File: src/rtl/calPkg.sv
package calPkg;
  // Strobes from the command controller to the storage datapath
  typedef struct packed {
    logic setBit;    // commit a single-bit program
    logic eraseAll;  // commit a full-array clear
    logic coefWr;    // volatile coefficient write
    logic reload;    // copy array words into coefficient registers
    logic convGo;    // start-conversion accepted
    logic oeVal;     // output-enable value for convGo
  } ctlStrobes;

  localparam logic [3:0] CODE_NOP   = 4'h0;
  localparam logic [3:0] CODE_COEF  = 4'h1;
  localparam logic [3:0] CODE_PROG  = 4'h2;
  localparam logic [3:0] CODE_ERASE = 4'h4;
endpackage

File: src/rtl/calCtl.sv
module calCtl #(
  parameter int ADDR_W = 7,
  parameter int REPEAT = 375,
  localparam int CNT_W = $clog2(REPEAT + 1)
) (
  input  logic                 clk,
  input  logic                 rstN,
  input  logic                 cmdValid,
  input  logic [3:0]           cmdCode,
  input  logic [ADDR_W-1:0]    cmdAddr,
  output calPkg::ctlStrobes    strb,
  output logic                 busy
);
  import calPkg::*;

  logic [CNT_W-1:0]  runCnt, nextCnt;
  logic [3:0]        runCode;
  logic [ADDR_W-1:0] runAddr;
  logic              runDone;
  logic isProg, isErase, isCoef, isNop, isConv, isKnown, active, sameRun, commit;

  always_comb begin
    isProg  = (cmdCode == CODE_PROG);
    isErase = (cmdCode == CODE_ERASE);
    isCoef  = (cmdCode == CODE_COEF);
    isNop   = (cmdCode == CODE_NOP);
    isConv  = cmdCode[3] & ~cmdCode[0];
    isKnown = isProg | isErase | isCoef | isNop | isConv;
    active  = cmdValid & isKnown;
    // An erase run ignores the address; a program run needs the same bit
    sameRun = (runCnt != '0) && (runCode == cmdCode) &&
              (isErase || (runAddr == cmdAddr));
    if (!sameRun)                        nextCnt = CNT_W'(1);
    else if (runCnt == CNT_W'(REPEAT))   nextCnt = runCnt;
    else                                 nextCnt = runCnt + CNT_W'(1);
    commit = (isProg | isErase) && !(sameRun && runDone) &&
             (nextCnt == CNT_W'(REPEAT));
  end

  always_ff @(posedge clk) begin
    if (!rstN) begin
      runCnt  <= '0;
      runCode <= '0;
      runAddr <= '0;
      runDone <= 1'b0;
    end else if (active) begin
      if (isProg | isErase) begin
        runCnt  <= nextCnt;
        runCode <= cmdCode;
        runAddr <= cmdAddr;
        runDone <= (runDone & sameRun) | commit;
      end else begin
        runCnt  <= '0;
        runDone <= 1'b0;
      end
    end
  end

  assign busy = (runCnt != '0) && !runDone;

  always_comb begin
    strb.setBit   = active & isProg & commit;
    strb.eraseAll = active & isErase & commit;
    strb.coefWr   = active & isCoef;
    strb.reload   = active & isConv & cmdCode[1];
    strb.convGo   = active & isConv;
    strb.oeVal    = ~cmdCode[2];
  end
endmodule

File: src/rtl/calData.sv
module calData #(
  parameter int WORDS  = 8,
  parameter int WORD_W = 16,
  localparam int BITS   = WORDS * WORD_W,
  localparam int ADDR_W = $clog2(BITS),
  localparam int IDX_W  = $clog2(WORDS),
  localparam int COEFS  = WORDS - 1
) (
  input  logic                      clk,
  input  logic                      rstN,
  input  calPkg::ctlStrobes         strb,
  input  logic [ADDR_W-1:0]         cmdAddr,
  input  logic [WORD_W-1:0]         cmdData,
  output logic [BITS-1:0]           nvmBits,
  output logic [COEFS*WORD_W-1:0]   coefFlat,
  output logic                      outEnable,
  output logic                      convStart
);
  logic [BITS-1:0] nvmArr;

  // Non-volatile model: deliberately outside the reset domain
  always_ff @(posedge clk) begin
    if (strb.eraseAll)    nvmArr <= '0;
    else if (strb.setBit) nvmArr[cmdAddr] <= 1'b1;
  end
  assign nvmBits = nvmArr;

  for (genvar k = 1; k <= COEFS; k++) begin : g_coef
    logic [WORD_W-1:0] coefReg;
    always_ff @(posedge clk) begin
      if (!rstN)
        coefReg <= '0;
      else if (strb.reload)
        coefReg <= nvmArr[k*WORD_W +: WORD_W];
      else if (strb.coefWr && (cmdAddr[IDX_W-1:0] == IDX_W'(k)))
        coefReg <= cmdData;
    end
    assign coefFlat[(k-1)*WORD_W +: WORD_W] = coefReg;
  end

  always_ff @(posedge clk) begin
    if (!rstN) begin
      outEnable <= 1'b0;
      convStart <= 1'b0;
    end else begin
      convStart <= strb.convGo;
      if (strb.convGo) outEnable <= strb.oeVal;
    end
  end
endmodule

File: src/rtl/calStore.sv
module calStore #(
  parameter int WORDS  = 8,
  parameter int WORD_W = 16,
  parameter int REPEAT = 375,
  localparam int BITS   = WORDS * WORD_W,
  localparam int ADDR_W = $clog2(BITS),
  localparam int COEFS  = WORDS - 1
) (
  input  logic                    clk,
  input  logic                    rstN,
  input  logic                    cmdValid,
  input  logic [3:0]              cmdCode,
  input  logic [ADDR_W-1:0]       cmdAddr,
  input  logic [WORD_W-1:0]       cmdData,
  output logic [BITS-1:0]         nvmBits,
  output logic [COEFS*WORD_W-1:0] coefFlat,
  output logic                    outEnable,
  output logic                    convStart,
  output logic                    busy
);
  calPkg::ctlStrobes strb;

  calCtl #(.ADDR_W(ADDR_W), .REPEAT(REPEAT)) u_ctl (
    .clk(clk), .rstN(rstN), .cmdValid(cmdValid), .cmdCode(cmdCode),
    .cmdAddr(cmdAddr), .strb(strb), .busy(busy)
  );

  calData #(.WORDS(WORDS), .WORD_W(WORD_W)) u_data (
    .clk(clk), .rstN(rstN), .strb(strb), .cmdAddr(cmdAddr), .cmdData(cmdData),
    .nvmBits(nvmBits), .coefFlat(coefFlat), .outEnable(outEnable),
    .convStart(convStart)
  );
endmodule

File: config.mk
export PLATFORM = sky130hd
export DESIGN_NAME = calStore
export DESIGN_NICKNAME = d
export VERILOG_FILES = /design/src/rtl/calPkg.sv /design/src/rtl/calCtl.sv /design/src/rtl/calData.sv /design/src/rtl/calStore.sv
export SDC_FILE = /design/constraint.sdc
export NUM_CORES = 1
export LEC_CHECK = 0
export BUFFER_PORTS_ARGS = -buffer_cell sky130_fd_sc_hd__buf_2
export CAP_MARGIN = 15
export CORE_MARGIN = 2
export CORE_UTILIZATION = 50
export DETAILED_ROUTE_END_ITERATION = 8
export PLACE_DENSITY = 0.86
export SLEW_MARGIN = 20
export SYNTH_ARGS = -nofsm -noshare
export SYNTH_HDL_FRONTEND = slang
export SYNTH_SLANG_ARGS = --single-unit
File: constraint.sdc
create_clock -name clk -period 6.1 [get_ports clk]
set_clock_uncertainty 0.2 [all_clocks]
set_input_delay 1.22 -clock clk [delete_from_list [all_inputs] [get_ports clk]]
set_output_delay 1.22 -clock clk [all_outputs]
set_load 0.01 [all_outputs]
---- After elaboration in Yosys (flattened, before gate mapping) ----
Index checks and enable logic that the tools add are counted.
storage, ports and cells
  logic and storage cells ................. 96
  register bits after elaboration ......... 263
operators by class
  magnitude comparators ................... 2
  equal/unequal tests ..................... 14
  bitwise logic cells ..................... 18
  reduce and logical (&&, ||, !) cells .... 27
  multiplexer cells ....................... 20
  add/subtract/negate cells ............... 1
operator list
  kind                 number
  $mux 16              14
  $or 128x128->128     1
  $mux 9               3
  $eq 9x9->1 const B   2
  $logic_and 1x1->1    14
  $reduce_bool 2->1    7
  $eq 3x3->1 const B   4
  $and 1x1->1          10
  $add 9x1->9 const B  1
  $reduce_bool 9->1    1
  $lt 7x8->1 const B   1
  $demux 1 s7          1
  $eq 7x7->1           1
  $ge 7x1->1 const B   1
  $eq 3x2->1 const B   2
  $or 1x1->1           5
  $eq 4x1->1 const B   1
  $eq 4x2->1 const B   1
  $eq 4x3->1 const B   1
  $eq 4x4->1           1
  $logic_not 4->1      1
  $eq 3x1->1 const B   1
  $logic_not 1->1      2
  $mux 1               2
  3 further kinds      4

---- Longest topological paths before layout ----
  depth after elaboration ................. 10
  mapped depth ............................ 9
  depth with buffers taken out ............ 7

---- Modules after synthesis ----
From an unflattened synthesis, not the netlist that was laid out.
second synthesis, totals
  cells, all modules ...................... 1,166
  area, all modules ....................... 11,178.2 µm²
by module, submodules not included
  module   cells an instance  sequential area each (µm²)  area each (µm²)  times used
  calData  987                4,844.6                     9,778.1          1
  calCtl   179                420.4                       1,400.1          1

---- Worst setup path after synthesis ----
OpenSTA, ideal clock, no wires.
  path kind ............................... input to register
  start ................................... in cmdAddr[2]
  end ..................................... reg u_data.nvmArr[0], in the netlist u_data.nvmBits[0]
  arrival time ............................ 3.039 ns
  path slack .............................. 2.791 ns
  stages .................................. 9
  cell sequence ........................... clkbuf_1 xor2_1 nor4_1 a41o_1 buf_2 buf_1 clkbuf_1 nand4_1 a21oi_1
on the way
  longest elaborated chain between the ends .. 8
  elaborated cells on any way between the ends .. 17
RTL lines
  item                                                                line            text
  start: declaration                                                  calStore.sv:13  input logic [ADDR_W-1:0] cmdAddr,
  parallel branches: the longest is 8 deep, another holds $lt 7x8->1  -
  end signal: assignment                                              calData.sv:23   if (strb.eraseAll) nvmArr <= '0;
  end signal: indexed assignment                                      calData.sv:24   else if (strb.setBit) nvmArr[cmdAddr] <= 1'b1;
  end: declaration                                                    calData.sv:19   logic [BITS-1:0] nvmArr;
Several ways; the timed one is not identified.
A chain may end at the register's enable or synchronous reset.

---- Final worst setup path ----
  start ................................... in cmdCode[1]
  end ..................................... reg u_data.nvmArr[43], in the netlist u_data.nvmBits[43]
on the way
  longest elaborated chain between the ends .. 8
  elaborated cells on any way between the ends .. 23
RTL lines
  item                                              line                        text
  start: declaration                                calStore.sv:12              input logic [3:0] cmdCode,
  $eq 4x2->1, or another cell as far along          calCtl.sv:23                isProg = (cmdCode == CODE_PROG);
  $or 1x1->1, or another cell as far along          calCtl.sv:28, calCtl.sv:36
  $or 1x1->1 or $logic_and 1x1->1 (tied branches)   calCtl.sv:28, calCtl.sv:31
  $or 1x1->1 or $logic_and 1x1->1 (tied branches)   calCtl.sv:28, calCtl.sv:36
  $or 1x1->1 or $logic_not 1->1 (tied branches)     calCtl.sv:28, calCtl.sv:36
  $and 1x1->1 or $logic_and 1x1->1 (tied branches)  calCtl.sv:29, calCtl.sv:36
  $and 1x1->1, or another cell as far along         calCtl.sv:62                strb.setBit = active & isProg & commit;
  $and 1x1->1 (on tied branches)                    calCtl.sv:62, calCtl.sv:63
Parallel ways exist; a longest one is shown, timed or not.

==> metrics.cfg <==
[setup_path]
rr_endpoint=u_data.nvmBits[43]
cp-end-kind=flop
crit_arrival_ns=4.43
reg2reg_depth=6
path_class=primary input to flop
cp_max_fo=81
r2r_start=u_ctl.runCode[0]
crit_required_ns=6.29
crit_start=cmdCode[1]
start_kind=primary input
rrSetupSlack_ns=2.49

[synth]
netlist_area_mm2=0.0126
synth_area_leader_cell=dfxtp_1
ys.flop_type=dfxtp_1
yosys.area_share.adder=0.00199
postSynth.asyncResetShare=0
ys_ff_latch=263
synth.mux.area_fraction=0.00478
yosysTopAreaCellShare=0.419
synth_nets=1632
synthXorXnorAreaFrac=0.00836
synth_edf_count=0
synth_top_family_by_area=simple AND/OR/NAND/NOR gates
yosys.area_share.simple=0.258
ys_seq_area_frac=0.419
synth-compound-area-share=0.207
synthCells=1600
yosysWarnings=0
synth_cell_types=52
synth.avg_cell_area_um2=7.86
synthTopCellsByArea=dfxtp_1, nand2_1, a22oi_1

[drt]
avgRoutedWirePerCell_um=20.8
dr_total_vias=13050
routed_wirelength_um=43500
drt-vias-per-instance=6.22
ant_nets=0
remaining_drc_errors=0
drt-initial-drc-count=1724
firstDrtPassIters=7

[cts]
cts_resized=0
cts_max_level=1
root_buffer=clkbuf_16
cts_buffer_depth=3
cts_tree=yes
cts_buffers=27
clock-sinks=263
clk_latency_ns=0.55
cts_setup_buffers=0
ctsHoldBuffers=0
path_clk_slew_ns=0.06

[timing]
final_hold_viol_count=0
relSlewSlack=0.239
worst_hold_slack_ns=0.251
tightest_slew_ns=1.14
finalSetupViolations=0
layout_setup_ws_ns=1.86
drv_slew=0
layout_min_cycle_time_ns=4.24
fmax_ghz=0.236
timing.final.crit_share=0.695
setup_tns_ns=0
rsz0062_at_grt=no

[place]
placed_area_mm2=0.0139
hpwl_um=27300
port-buffer-count=272
routabilityCongestion=0.916
pre_cts_ws_ns=1.40

[die]
fp.dieH_um=163
start_util=0.504
die_area_mm2=0.0264
die_w_um=163
fp.coreArea_mm2=0.0250
rows=58
top_level_ports=273

[layout]
final_layout_size_suffix_gt1_frac=0.215
most-common-layout-cells=buf_2, dfxtp_1, nand2_1
nets=1779
final_common_cell=buf_2
fillers=2200
multiInputGateArea_mm2=0.00619
antennaDiodeCount=0
synthToLayoutAreaGrowth_pct=18.4
stdcell_area_mm2=0.0149
final-seq-area_mm2=0.00527

[global_route]
grt_pass1_vias=11738
grt_max_degree=130
grt-ovfl-total=0
grt_usage=0.314
grt_pass1_wl_um=65900
antenna_found_initial=0

[status]
outcome=finished, final reports clean

[min_path]
hold_start=u_data.g_coef[7].coefReg[11]
min_delay_path_depth=2
worstHoldPathType=flop to flop
whs_endpoint=u_data.g_coef[7].coefReg[11]

[pwr]
ir_drop_mv=0.312
leakagePower_nw=6.10
p_total_mw=3.77
pwr_density_cell_mw_per_mm2=253

[run]
cap_viol_max_count=0

==> kinds of logic (layout without fill, tap and decap cells) <==
logic type / count (synthesis) / after routing
and+or+nand+nor: 610 / 610
AOI/OAI and AO/OA: 389 / 389
buffers and inverters: 318 / 485
DFF: 263 / 263
xor gates and xnor gates: 12 / 12
muxes: 6 / 6
adders and majority gates: 2 / 2
==> worst max-delay path, stage by stage <==
cell	delay (ns)
buf_2	0.29
xnor2_1	0.17
nand4_1	0.86
or2_2	0.67
a2111oi_4	0.30
buf_4	0.73
a21oi_1	0.10
==> per-layer routing <==
metal	share of wire	vias to the layer above	GRT usage
li1	-	6026	-
met1	0.39	6070	0.411
met2	0.45	813	0.506
met3	0.10	141	0.0545
met4	0.048	0	0.148
met5	0	-	0
==> area by class of cell <==
| type | count | area share |
|---|---|---|
| Sequential cell | 263 | 0.354 |
| Clock buffer | 38 | 0.0508 |
| Clock inverter | 11 | 0.0114 |
| Timing Repair Buffer | 301 | 0.107 |
| Tap cell | 330 | 0.0277 |
| Inverter | 135 | 0.0340 |
| Multi-Input combinational cell | 1019 | 0.415 |
==> cell usage after synthesis, types with 5 or more instances <==
| library cell | number |
|---|---|
| dfxtp_1 | 263 |
| nand2_1 | 251 |
| inv_1 | 134 |
| nand4_1 | 134 |
| clkbuf_1 | 132 |
| nor4_1 | 131 |
| a21oi_1 | 130 |
| a22oi_1 | 113 |
| a21boi_0 | 95 |
| a21boi_1 | 22 |
| nor2_1 | 21 |
| buf_1 | 17 |
| buf_2 | 17 |
| buf_4 | 12 |
| a31oi_1 | 8 |
| nand3_1 | 8 |
| nor2b_1 | 8 |
| and3_1 | 7 |
| nor4_2 | 7 |
| xnor2_1 | 7 |
| mux2i_1 | 6 |
| nor4b_1 | 6 |
| nor4bb_1 | 6 |
| clkbuf_2 | 5 |
| o21ai_0 | 5 |
| xor2_1 | 5 |
==> report_power, final <==
group	switching (mW)	internal, mW
Combinational	0.186	0.0803
Sequential	0.0147	1.75
Clock	0.705	1.04
Total	0.905	2.86
==> stage by stage <==
step            util  cells
4_1_cts        0.593   2096
3_5_place_dp   0.556   2047
5_1_grt        0.596   2097
6_report       0.596   2097
2_1_floorplan      -   1600
3_3_place_gp   0.556   2047
==> state kept, by name, summed over array words and instances (netlist names) <==
signal and cells:
u_data.convStart 1, u_ctl.runAddr 7, u_ctl.runDone 1, u_data.outEnable 1
u_data.nvmBits 128, u_ctl.runCode 4, u_ctl.runCnt 9, u_data.g_coef.coefReg 112
==> worst max path at each step <==
stage / to / slack (ns)
after floorplan: u_data.nvmBits[0] / 2.79
after global placement: u_data.nvmBits[45] / 1.55
after detailed placement: u_data.nvmBits[12] / 1.40
after CTS: u_data.nvmBits[4] / 1.95
after global routing: u_data.nvmBits[44] / 1.72
final: u_data.nvmBits[43] / 1.86
(Power assumes the default switching activity.)
